File: config.mk
export PLATFORM = sky130hd
export DESIGN_NAME = msr_modem_status
export DESIGN_NICKNAME = d
export VERILOG_FILES = /design/src/rtl/msr_pkg.sv /design/src/rtl/msr_sync.sv /design/src/rtl/msr_delta.sv /design/src/rtl/msr_autocts.sv /design/src/rtl/msr_modem_status.sv
export SDC_FILE = /design/constraint.sdc
export NUM_CORES = 1
export LEC_CHECK = 0
export BUFFER_PORTS_ARGS = -buffer_cell sky130_fd_sc_hd__clkbuf_2
export CORE_MARGIN = 1.5
export CORE_UTILIZATION = 44
export CTS_BUF_LIST = sky130_fd_sc_hd__clkbuf_4 sky130_fd_sc_hd__clkbuf_8 sky130_fd_sc_hd__clkbuf_16
export CTS_CLUSTER_DIAMETER = 120
export DETAILED_ROUTE_END_ITERATION = 16
export PLACE_DENSITY = 0.73
export SLEW_MARGIN = 20
export SYNTH_ARGS = -nofsm -noshare
export SYNTH_HDL_FRONTEND = slang
export SYNTH_SLANG_ARGS = --single-unit
File: constraint.sdc
create_clock -name clk_i -period 1.34 [get_ports clk_i]
set_input_delay 0.067 -clock clk_i [delete_from_list [all_inputs] [get_ports clk_i]]
set_output_delay 0.067 -clock clk_i [all_outputs]
set_load 0.03 [all_outputs]
File: src/rtl/msr_pkg.sv
package msr_pkg;
  localparam int unsigned NUM_LINES = 4;
  localparam int unsigned WORD_W    = 2 * NUM_LINES;

  typedef enum int unsigned {
    LN_CTS = 0,
    LN_DSR = 1,
    LN_RI  = 2,
    LN_CD  = 3
  } line_e;

  typedef struct packed {
    logic [NUM_LINES-1:0] level;
    logic [NUM_LINES-1:0] delta;
  } msr_word_t;

  // lines whose flag fires only on a 1 -> 0 status change
  localparam logic [NUM_LINES-1:0] FALL_ONLY = 4'b0100;
endpackage

File: src/rtl/msr_sync.sv
module msr_sync #(
  parameter int unsigned WIDTH   = 4,
  parameter int unsigned STAGES  = 2,
  parameter logic        RST_VAL = 1'b1
) (
  input  logic             clk_i,
  input  logic             rst_ni,
  input  logic [WIDTH-1:0] d_i,
  output logic [WIDTH-1:0] q_o
);
  logic [WIDTH-1:0] stage_q [STAGES];

  for (genvar s = 0; s < STAGES; s++) begin : g_stage
    always_ff @(posedge clk_i or negedge rst_ni) begin
      if (!rst_ni) stage_q[s] <= {WIDTH{RST_VAL}};
      else if (s == 0) stage_q[s] <= d_i;
      else stage_q[s] <= stage_q[(s == 0) ? 0 : s-1];
    end
  end

  assign q_o = stage_q[STAGES-1];
endmodule

File: src/rtl/msr_delta.sv
module msr_delta #(
  parameter int unsigned       WIDTH     = 4,
  parameter logic [WIDTH-1:0]  FALL_MASK = '0
) (
  input  logic             clk_i,
  input  logic             rst_ni,
  input  logic [WIDTH-1:0] level_i,
  input  logic             clr_i,
  output logic [WIDTH-1:0] flag_o
);
  logic             primed_q;
  logic [WIDTH-1:0] prev_q;
  logic [WIDTH-1:0] flag_q;
  logic [WIDTH-1:0] hit;

  for (genvar i = 0; i < WIDTH; i++) begin : g_edge
    if (FALL_MASK[i]) begin : g_fall
      assign hit[i] = primed_q & prev_q[i] & ~level_i[i];
    end else begin : g_any
      assign hit[i] = primed_q & (prev_q[i] ^ level_i[i]);
    end
  end

  // history follows the level every cycle; first cycle after reset only loads it
  always_ff @(posedge clk_i or negedge rst_ni) begin
    if (!rst_ni) begin
      primed_q <= 1'b0;
      prev_q   <= '0;
    end else begin
      primed_q <= 1'b1;
      prev_q   <= level_i;
    end
  end

  // a hit in the read cycle survives the clear
  always_ff @(posedge clk_i or negedge rst_ni) begin
    if (!rst_ni)    flag_q <= '0;
    else if (clr_i) flag_q <= hit;
    else            flag_q <= flag_q | hit;
  end

  assign flag_o = flag_q;
endmodule

File: src/rtl/msr_autocts.sv
module msr_autocts (
  input  logic clk_i,
  input  logic rst_ni,
  input  logic en_i,
  input  logic cts_level_i,
  input  logic boundary_i,
  output logic hold_o
);
  logic hold_q;

  always_ff @(posedge clk_i or negedge rst_ni) begin
    if (!rst_ni)                   hold_q <= 1'b0;
    else if (!en_i || cts_level_i) hold_q <= 1'b0;
    else if (boundary_i)           hold_q <= 1'b1;
  end

  assign hold_o = hold_q;
endmodule

File: src/rtl/msr_modem_status.sv
module msr_modem_status
  import msr_pkg::*;
#(
  parameter int unsigned SYNC_STAGES = 2
) (
  input  logic                 clk_i,
  input  logic                 rst_ni,
  input  logic                 cts_ni,
  input  logic                 dsr_ni,
  input  logic                 ri_ni,
  input  logic                 cd_ni,
  input  logic                 rd_i,
  input  logic                 loop_i,
  input  logic [3:0]           mcr_out_i,
  input  logic                 ier_ms_i,
  input  logic                 efr_autocts_i,
  input  logic                 char_done_i,
  input  logic                 tx_idle_i,
  output logic [WORD_W-1:0]    status_o,
  output logic                 irq_o,
  output logic                 tx_hold_o
);
  logic [NUM_LINES-1:0] pins_n, pins_sync_n, pin_level, loop_level, level, flags;
  msr_word_t            word;

  assign pins_n[LN_CTS] = cts_ni;
  assign pins_n[LN_DSR] = dsr_ni;
  assign pins_n[LN_RI]  = ri_ni;
  assign pins_n[LN_CD]  = cd_ni;

  msr_sync #(
    .WIDTH  (NUM_LINES),
    .STAGES (SYNC_STAGES),
    .RST_VAL(1'b1)
  ) u_sync (
    .clk_i (clk_i),
    .rst_ni(rst_ni),
    .d_i   (pins_n),
    .q_o   (pins_sync_n)
  );

  assign pin_level = ~pins_sync_n;

  // loopback routing: RTS->CTS, DTR->DSR, out1->RI, out2->CD
  assign loop_level[LN_CTS] = mcr_out_i[1];
  assign loop_level[LN_DSR] = mcr_out_i[0];
  assign loop_level[LN_RI]  = mcr_out_i[2];
  assign loop_level[LN_CD]  = mcr_out_i[3];

  assign level = loop_i ? loop_level : pin_level;

  msr_delta #(
    .WIDTH    (NUM_LINES),
    .FALL_MASK(FALL_ONLY)
  ) u_delta (
    .clk_i  (clk_i),
    .rst_ni (rst_ni),
    .level_i(level),
    .clr_i  (rd_i),
    .flag_o (flags)
  );

  msr_autocts u_autocts (
    .clk_i      (clk_i),
    .rst_ni     (rst_ni),
    .en_i       (efr_autocts_i),
    .cts_level_i(level[LN_CTS]),
    .boundary_i (char_done_i | tx_idle_i),
    .hold_o     (tx_hold_o)
  );

  assign word.level = level;
  assign word.delta = flags;
  assign status_o   = word;
  assign irq_o      = ier_ms_i & (|flags);
endmodule

-- After elaboration in Yosys (flattened, before gate mapping)
Index checks and enable logic that the tools add are counted.
- multiplexer cells: 4
- bitwise gates (word level): 13
- reductions and logical operators: 4
- operators with widths (kind ; count):
    $mux W4 ; 2
    $and A1 B1 Y1 ; 6
    $not A4 Y4 ; 1
    $or A4 B4 Y4 ; 1
    $reduce_or A4 Y1 ; 1
    $xor A1 B1 Y1 ; 3
    $mux W1 ; 2
    $reduce_bool A2 Y1 ; 1
    $logic_not A1 Y1 ; 1
    $logic_or A1 B1 Y1 ; 1
    $not A1 Y1 ; 1
    $or A1 B1 Y1 ; 1
- register bits: 18
- bits of input ports: 16
- output and inout port bits: 10
- logic and storage cells: 27

-- Logic depth before layout (Yosys ltp)
Gate-level depths: netlist of run 1.
- depth after elaboration: 6
- gate-level depth with buffers: 5
- depth with buffers taken out: 3

-- By module
A second synthesis of run 1 with hierarchy kept.
- cell total of the unflattened synthesis: 44
- area total of the unflattened synthesis: 631.9 µm²
- by module, submodules not included (module ; instances ; cells each ; area an instance (µm²)):
    msr_delta ; 1 ; 19 ; 297.8
    msr_sync ; 1 ; 12 ; 240.2
    msr_modem_status ; 1 ; 10 ; 52.6
    msr_autocts ; 1 ; 3 ; 41.3

-- Least setup slack after synthesis of run 1
Ideal clock, no wire load.
- path kind: register -> register
- start: register u_sync.stage_q, in the netlist u_sync.q_o[3]
- end: register u_delta.flag_q[3] (netlist: u_delta.flag_o[3])
- library setup time: 0.070 ns
- arrival time: 1.381 ns
- data required time: 1.270 ns
- slack: -0.111 ns
- stages on the path, launching flop included: 3
- buffers on the path: 0
- cell sequence: dfstp_2 > o21ai_0 > a221o_1
- word-level cells in the longest chain between the ends: 6
- ends and longest elaborated chain (item ; RTL line ; source):
    start: declaration ; msr_sync.sv:11 ; logic [WIDTH-1:0] stage_q [STAGES];
    start signal: indexed assignment ; msr_sync.sv:15 ; if (!rst_ni) stage_q[s] <= {WIDTH{RST_VAL}};
    start signal: indexed assignment ; msr_sync.sv:16 ; else if (s == 0) stage_q[s] <= d_i;
    start signal: indexed assignment ; msr_sync.sv:17 ; else stage_q[s] <= stage_q[(s == 0) ? 0 : s-1];
    $not A4 Y4 * ; msr_modem_status.sv:42 ; assign pin_level = ~pins_sync_n;
    $mux W4 * ; msr_modem_status.sv:50 ; assign level = loop_i ? loop_level : pin_level;
    named net status_o[7] ; msr_modem_status.sv:19 ; output logic [WORD_W-1:0] status_o,
    $xor A1 B1 Y1 * ; msr_delta.sv:20 ; assign hit[i] = primed_q & (prev_q[i] ^ level_i[i]);
    $and A1 B1 Y1 * ; msr_delta.sv:20 ;
    $or A4 B4 Y4 ; msr_delta.sv:39 ; else flag_q <= flag_q | hit;
    $mux W4 * ; msr_delta.sv:38 ; else if (clr_i) flag_q <= hit;
    end signal: assignment ; msr_delta.sv:38 ;
    end signal: assignment ; msr_delta.sv:39 ;
    end: declaration ; msr_delta.sv:13 ; logic [WIDTH-1:0] flag_q;
Mark *: on every way through the listed nets, which the timed path passes. The rest lies on a longest branch.
A chain may end at the register's enable or synchronous reset.

-- Worst setup path after layout of run 1
- start: register u_delta.flag_q[0] (netlist: u_delta.flag_o[0])
- end: output port irq_o
- word-level cells in the longest chain between the ends: 2
- ends and longest elaborated chain (item ; RTL line ; source):
    $reduce_or A4 Y1 ; msr_modem_status.sv:75 ; assign irq_o = ier_ms_i & (|flags);
    $and A1 B1 Y1 ; msr_modem_status.sv:75 ;
    end: declaration ; msr_modem_status.sv:20 ; output logic irq_o,
No other way between the ends.

==> summary.md, run 1 <==
| Metric | Value |
|---|---|
| I/O Buffers | `25` |
| Total length of routed wires | `1107 um` |
| Predominant post-synthesis flop cell | `dfrtp_1` |
| Ports placed on the boundary | `26` |
| Cell with the most instances after synthesis | `dfrtp_1` |
| Maximum Capacitance Violations | `0` |
| Worst EP arrival | `1.26 ns` |
| Total power per unit cell area | `1232 nW/um2` |
| Total clock buffers created by CTS | `3` |
| Crit-path max FO | `2` |
| Layout overhead on the synthesized area | `41.89%` |
| Worst Hold Class | `in -> reg` |
| Detailed Routing Iterations Pass 1 | `2` |
| Cell with the largest stage delay on the worst path | `o41a_1` |
| Switching Fraction | `26.65%` |
| Number of enable flip-flop cells after synthesis | `0` |
| Int Pwr | `831.2 uW` |
| Detailed-routed wire length on met2 | `556 um` |
| Via count | `482` |
| CTS Root Buffer Type | `clkbuf_4` |
| Seq/Total Area, Yosys | `71.04%` |
| Power share of the combinational group | `20.2%` |
| Synthesized Nets | `62` |
| Asr flop ratio synth | `100.0%` |
| Placement row count | `13` |
| Fraction of post-synthesis cell area in the top cell type by area | `38.61%` |
| Final-report setup violation count | `0` |
| Clock Skews | `0.01366 ns` |
| Die outline height | `41.38 um` |
| Startpoint types | `flop` |
| Wl on met1 | `474 um` |
| Data required, critical path | `1.27 ns` |
| Startpoint-to-endpoint class of the critical path | `reg -> out` |
| Sequential fraction of design power | `54.3%` |
| Mapped Avg Cell Area | `14.09 um2` |
| 1st-iter DRT viols | `2` |
| Placer Congestion | `0.6327` |
| Global-route wire length before repair | `1600 um` |
| Die Wd | `41.38 um` |
| Count of final hold-check violations | `0` |
| Total die area | `1712 um2` |
| Unrepaired setup endpoints after global routing | `true` |
| Share of post-route cells with drive strength above 1 | `53.57%` |
| Number of nets still failing antenna checks after routing | `0` |
| Synthesis-stage register bit count | `18` |
| Cell accounting for the most synthesized area | `dfrtp_1` |
| Outcome | `finished, final reports clean` |
| Max incr delay on CP | `0.41 ns` |
| Final Net Count | `101` |
| # clock sinks | `18` |
| Cell Count, Final, Fillers Out | `99` |
| Number of antenna violations at the first check in global routing | `0` |
| Maximum achievable frequency | `752.5 MHz` |
| Core outline area | `1334 um2` |
| Gr ovfl total | `0` |
| Cells along the critical path | `o41a_1 -> clkbuf_8` |
| Ranking of synthesized cells by area | `dfrtp_1 (39%), dfstp_2 (32%), o2111a_1 (3.5%), a221o_1 (3.1%), nand2_1 (2.3%)` |
| Leak Pwr | `0.0004517 uW` |
| Cell types with the highest counts after synthesis | `dfrtp_1 (10), dfstp_2 (8), nand2_1 (4)` |
| GR Util All Layers | `15.11%` |
| Initial Utilization | `48.59%` |
| Vias per std cell | `4.869` |
| Time the worst path needs with I/O delays and setup | `1.329 ns` |
| Clock insertion delay at the later pin of the skew report | `0.29 ns` |
| Net switching power | `302.0 uW` |
| Synthesized instance count | `46` |
| Post-DP HPWL | `810.3 um` |
| Combined area of all synthesized cells | `648.1 um2` |
| Clock tree from TritonCTS | `built` |
| Antenna diode instance count | `0` |
| Power share of the clock group | `25.5%` |
| Met3 layer wire length in the routed design | `71 um` |
| Cells after DPL | `84` |
| Distinct cells, synth | `21` |
| Maximum number of pins on one net before global-route repair | `19` |
| DR top layer | `met4` |
| Count of warnings emitted by yosys | `0` |
| Post-route fraction of the period consumed by the critical path | `99.17%` |
| DRC errors left | `0` |
| H-tree Lvls | `1` |
| Design Power | `1133 uW` |
| Number of global-route vias before repair | `401` |
| Worst setup EP type | `output pin` |
| Final Instance Area | `919.6 um2` |
| Largest vdd supply drop | `0.6748 mV` |
| Deepest clock path buffer count | `2` |
| Per-cell routed wire length | `11.18 um` |
| Total placed instance area | `773.2 um2` |
| Final Max Slew Viols | `0` |
| Clock transition time at the flip-flop clock pins of the worst setup and hold paths | `0.10 ns` |
-- logic make-up (layout without fill, tap and decap cells) --
| logic type | Yosys count | count (layout) | share of synthesized area (%) |
|---|---|---|---|
| and+or+nand+nor | 10 | 10 | 8.108 |
| buffers and inverters | 5 | 43 | 4.633 |
| AOI/OAI and AO/OA | 12 | 12 | 15.64 |
| DFF | 18 | 18 | 71.04 |
| other | 1 | 1 | 0.5786 |
-- layout make-up --
| type | instances | area (um2) |
|---|---|---|
| inverters | 3 | 11.26 |
| clock buffers | 4 | 30.03 |
| multi-input cells | 23 | 161.4 |
| flip-flops and latches | 18 | 460.4 |
| well taps | 15 | 18.77 |
| repair buffers | 36 | 237.7 |
| fillers | 108 | 414.1 |
-- registers in the layout, summed over array words and instances (netlist names) --
register / flops
u_delta.prev_q: 4
u_sync.q_o: 4
u_delta.flag_o: 4
u_autocts.hold_o: 1
u_sync.stage_q: 4
u_delta.primed_q: 1
-- per-layer routing --
metal,vias up,GRT usage (%)
li1,240,-
met1,220,18.06
met2,20,24.61
met3,2,4.787
met4,0,7.258
met5,-,0
-- worst paths after layout --
path	from	to	slack, ns	cells after the start
min in group asynchronous	rst_ni	u_delta.prev_q[3]	0.23	2
hold reg to reg	u_sync.stage_q[6]	u_sync.q_o[2]	0.34	0
setup reg to reg	u_sync.q_o[0]	u_delta.flag_o[0]	0.18	5
max in group asynchronous	rst_ni	u_sync.q_o[1]	0.77	2
hold / removal	rd_i	u_delta.flag_o[0]	0.02	2
setup / recovery	u_delta.flag_o[0]	irq_o	0.01	2
-- critical path, delay by kind of cell (launching register included) --
kind | cells | cell delay [ns]
AO/OA/AOI/OAI | 1 | 0.41
buffers and inverters | 1 | 0.17
flip-flops | 1 | 0.39
-- cells in the final DEF, fill, tap and decap left out --
cell,instances
nor2b_1,2
clkbuf_8,1
buf_4,5
o2bb2ai_1,1
a21oi_2,1
o311a_1,1
a221o_1,2
nand2_1,4
dfrtp_1,10
nand2_2,1
nor2_1,1
clkbuf_4,4
o21ai_1,3
nand4b_1,1
o221ai_1,1
clkbuf_2,23
buf_6,1
inv_2,1
o2111a_1,2
nand2b_1,1
o41a_1,1
dfstp_2,8
conb_1,1
dlygate4sd3_1,6
inv_1,2
-- metrics by stage --
step	setup slack [ns]	util (%)	TNS (ns)	hold slack, ns
final	0.01107	68.95	0	0.02215
after floorplan	0.1168	-	0	-0.2286
after CTS	-0.002416	67.54	-0.002416	0.01588
after detailed placement	0.2250	57.97	0	0.01889
after global routing	-0.03231	68.95	-0.03231	0.01198
after global placement	0.2739	57.97	0	0.02034
-- power groups by stage --
stage                     Clock, uW  Sequential (uW)  Combinational, uW
after floorplan                   0              659               80.0
after global placement            0              626                176
after detailed placement          0              629                179
after CTS                       305              617                219
after global routing            328              622                248
final                           289              616                229
-- timing repair --
item | in CTS | in global routing
endpoints found under the hold margin | 15 | 0
buffers inserted | 3 | 2
cloned | 0 | 0
hold buffers | 6 | 0
pin swaps | 0 | 0
endpoints found under the setup margin | 2 | 2
resized for setup | 4 | 3
(Power assumes the default switching activity.)
==> inputs of run 2 (changes only) <==
--- a/config.mk
+++ b/config.mk
@@ -11,6 +11,7 @@
 export CTS_BUF_LIST = sky130_fd_sc_hd__clkbuf_4 sky130_fd_sc_hd__clkbuf_8 sky130_fd_sc_hd__clkbuf_16
 export CTS_CLUSTER_DIAMETER = 120
 export DETAILED_ROUTE_END_ITERATION = 16
+export GPL_TIMING_DRIVEN = 0
 export PLACE_DENSITY = 0.73
 export SLEW_MARGIN = 20
 export SYNTH_ARGS = -nofsm -noshare
==> run 2 against run 1 <==
Compared with the run above:
- the flow now finishes with violations (negative setup slack)
- via count grew 3.7%
- clock-buffer cell count is the same
- cell count grew 1.0%
- register-to-register slack gained 0.07 ns
- sequential power is essentially flat
==> summary.md, run 2 (synthesis gave the netlist of run 1 again) <==
| Metric | Value |
|---|---|
| Unrepaired setup endpoints after global routing | `true (unchanged)` |
| Startpoint types | `flop (unchanged)` |
| Antenna diode instance count | `0 (unchanged)` |
| Pre-CTS setup slack | `0.1244 ns (was 0.2250 ns)` |
| Number of nets still failing antenna checks after routing | `0 (unchanged)` |
| Cells along the critical path | `o41a_1 -> clkbuf_8 (unchanged)` |
| Placer Congestion | `0.6763 (was 0.6327)` |
| Number of antenna violations at the first check in global routing | `0 (unchanged)` |
| Count of final hold-check violations | `0 (unchanged)` |
| Layout overhead on the synthesized area | `45.37% (was 41.89%)` |
| Detailed Routing Iterations Pass 1 | `2 (unchanged)` |
| Per-cell routed wire length | `11.46 um (was 11.18 um)` |
| Most common cell after layout, fill and taps aside | `clkbuf_2 (unchanged)` |
| Maximum achievable frequency | `738.4 MHz (was 752.5 MHz)` |
| # clock sinks | `18 (unchanged)` |
| Crit-path max FO | `2 (unchanged)` |
| CTS Root Buffer Type | `clkbuf_4 (unchanged)` |
| Final setup TNS | `-0.01435 ns (was 0 ns)` |
| Total die area | `1712 um2 (unchanged)` |
| Clock insertion delay at the later pin of the skew report | `0.29 ns (about the same)` |
| Cell class contributing the biggest share of worst-path delay | `compound AO/OA/AOI/OAI gates (unchanged)` |
| Post-route fraction of the period consumed by the critical path | `101.1% (was 99.17%)` |
| Outcome | `finished, violations left (was finished, final reports clean)` |
| Worst path buffer plus inverter count | `1 (unchanged)` |
| Worst setup EP type | `output pin (unchanged)` |
| Final Net Count | `102 (was 101)` |
| Placement row count | `13 (unchanged)` |
| Final Max Slew Viols | `0 (unchanged)` |
| 1st-iter DRT viols | `3 (was 2)` |
| Violations in the final reports | `negative setup slack` |
| Share of post-route cells with drive strength above 1 | `54.12% (was 53.57%)` |
| Largest vdd supply drop | `0.6779 mV (was 0.6748 mV)` |
| Core outline area | `1334 um2 (unchanged)` |
| Data required, critical path | `1.27 ns (about the same)` |
| Maximum number of pins on one net before global-route repair | `19 (unchanged)` |
| Final Instance Area | `942.2 um2 (was 919.6 um2)` |
| I/O Buffers | `25 (unchanged)` |
| Total length of routed wires | `1146 um (was 1107 um)` |
| Max incr delay on CP | `0.42 ns (was 0.41 ns)` |
| Final-report setup violation count | `1 (was 0)` |
| Global-route wire length before repair | `1587 um (was 1600 um)` |
| Number of global-route vias before repair | `400 (was 401)` |
| DRC errors left | `0 (unchanged)` |
| Leak Pwr | `0.0004631 uW (was 0.0004517 uW)` |
| H-tree Lvls | `1 (unchanged)` |
| Cell with the largest stage delay on the worst path | `o41a_1 (unchanged)` |
| Clock tree from TritonCTS | `built (unchanged)` |
| Initial Utilization | `48.59% (unchanged)` |
| Vias per std cell | `5.000 (was 4.869)` |
| Die outline height | `41.38 um (unchanged)` |
| Maximum Capacitance Violations | `0 (unchanged)` |
| Via count | `500 (was 482)` |
| Deepest clock path buffer count | `2 (unchanged)` |
| Die Wd | `41.38 um (unchanged)` |
| Startpoint-to-endpoint class of the critical path | `reg -> out (unchanged)` |
| Total placed instance area | `792.0 um2 (was 773.2 um2)` |
| Fin worst setup slack | `-0.01435 ns (was 0.01107 ns)` |
| Clock Skews | `0.002827 ns (was 0.01366 ns)` |
| GR Util All Layers | `15.36% (was 15.11%)` |
| Total clock buffers created by CTS | `3 (unchanged)` |
| Clock transition time at the flip-flop clock pins of the worst setup and hold paths | `0.10 ns (about the same)` |
| Most used cells in the layout excluding fill and tap cells | `clkbuf_2 (23), dfrtp_1 (10), dfstp_2 (8), dlygate4sd3_1 (6), buf_4 (5) (unchanged)` |
| Worst Hold Class | `in -> reg (unchanged)` |
| Total power per unit cell area | `1248 nW/um2 (was 1232 nW/um2)` |
| Time the worst path needs with I/O delays and setup | `1.354 ns (was 1.329 ns)` |
| Post-DP HPWL | `801.1 um (was 810.3 um)` |
| Worst EP arrival | `1.29 ns (was 1.26 ns)` |
| Ports placed on the boundary | `26 (unchanged)` |
| Gr ovfl total | `0 (unchanged)` |
## run 2: cell types whose count changed in the layout (fill, tap and decap cells not counted), sizes merged
cell    previous run  this run
clkbuf            28        29
## run 2: path summary, 6_finish.rpt
kind                                     end  slack (ns)  cells past startpoint         startpoint
min                        u_delta.flag_o[0]        0.03                      2               rd_i
max in group asynchronous      u_sync.q_o[3]        0.79                      2             rst_ni
max                                    irq_o       -0.01                      2  u_delta.flag_o[2]
min in group asynchronous  u_delta.flag_o[0]        0.22                      2             rst_ni
min reg2reg                    u_sync.q_o[3]        0.36                      0  u_sync.stage_q[7]
max reg2reg                u_delta.flag_o[1]        0.25                      3  u_delta.flag_o[1]
## run 2: area by class of cell
cell class / instances / area (um2)
Inverter: 3 / 11.26
Sequential cell: 18 / 460.4
Fill cell: 101 / 391.6
Timing Repair Buffer: 36 / 240.2
Multi-Input combinational cell: 23 / 163.9
Buffer: 1 / 11.26
Clock buffer: 4 / 36.28
Tap cell: 15 / 18.77
## run 2: timing repair
item                                   in CTS  in global routing
hold buffers                                6                  0
pin swaps                                   0                  1
endpoints found under the hold margin      15                  0
cloned                                      0                  0
setup buffers                               3                  2
setup endpoints to repair                   2                  1
resized for setup                           6                  0
## run 2: stage by stage
stage | cells | total power (uW) | hold WS [ns] | util [%]
2_1_floorplan | 46 | 739.2 | -0.2286 | -
3_3_place_gp | 86 | 808.2 | 0.01490 | 59.38
3_5_place_dp | 86 | 814.7 | 0.01868 | 59.38
4_1_cts | 98 | 1178 | 0.01972 | 69.51
5_1_grt | 100 | 1236 | 0.03258 | 70.64
6_report | 100 | 1176 | 0.02740 | 70.64
## run 2: worst register-to-register path, delay by kind of cell, from the launching register on
family          cells  cell delay [ns]
flops               1             0.40
compound gates      1             0.33
buf+inv             2             0.26
## run 2: routing by layer
metal,track usage [%],wire length (um),vias to the layer above
met4,7.258,19,0
met2,28.13,576,20
met1,15.68,489,237
met3,4.787,60,2
met5,0,0,-
li1,-,-,241
## run 2: power by group
group / internal (uW) / switching [uW]
logic: 107 / 129
registers: 593 / 23.3
clock network: 165 / 158
total: 866 / 310
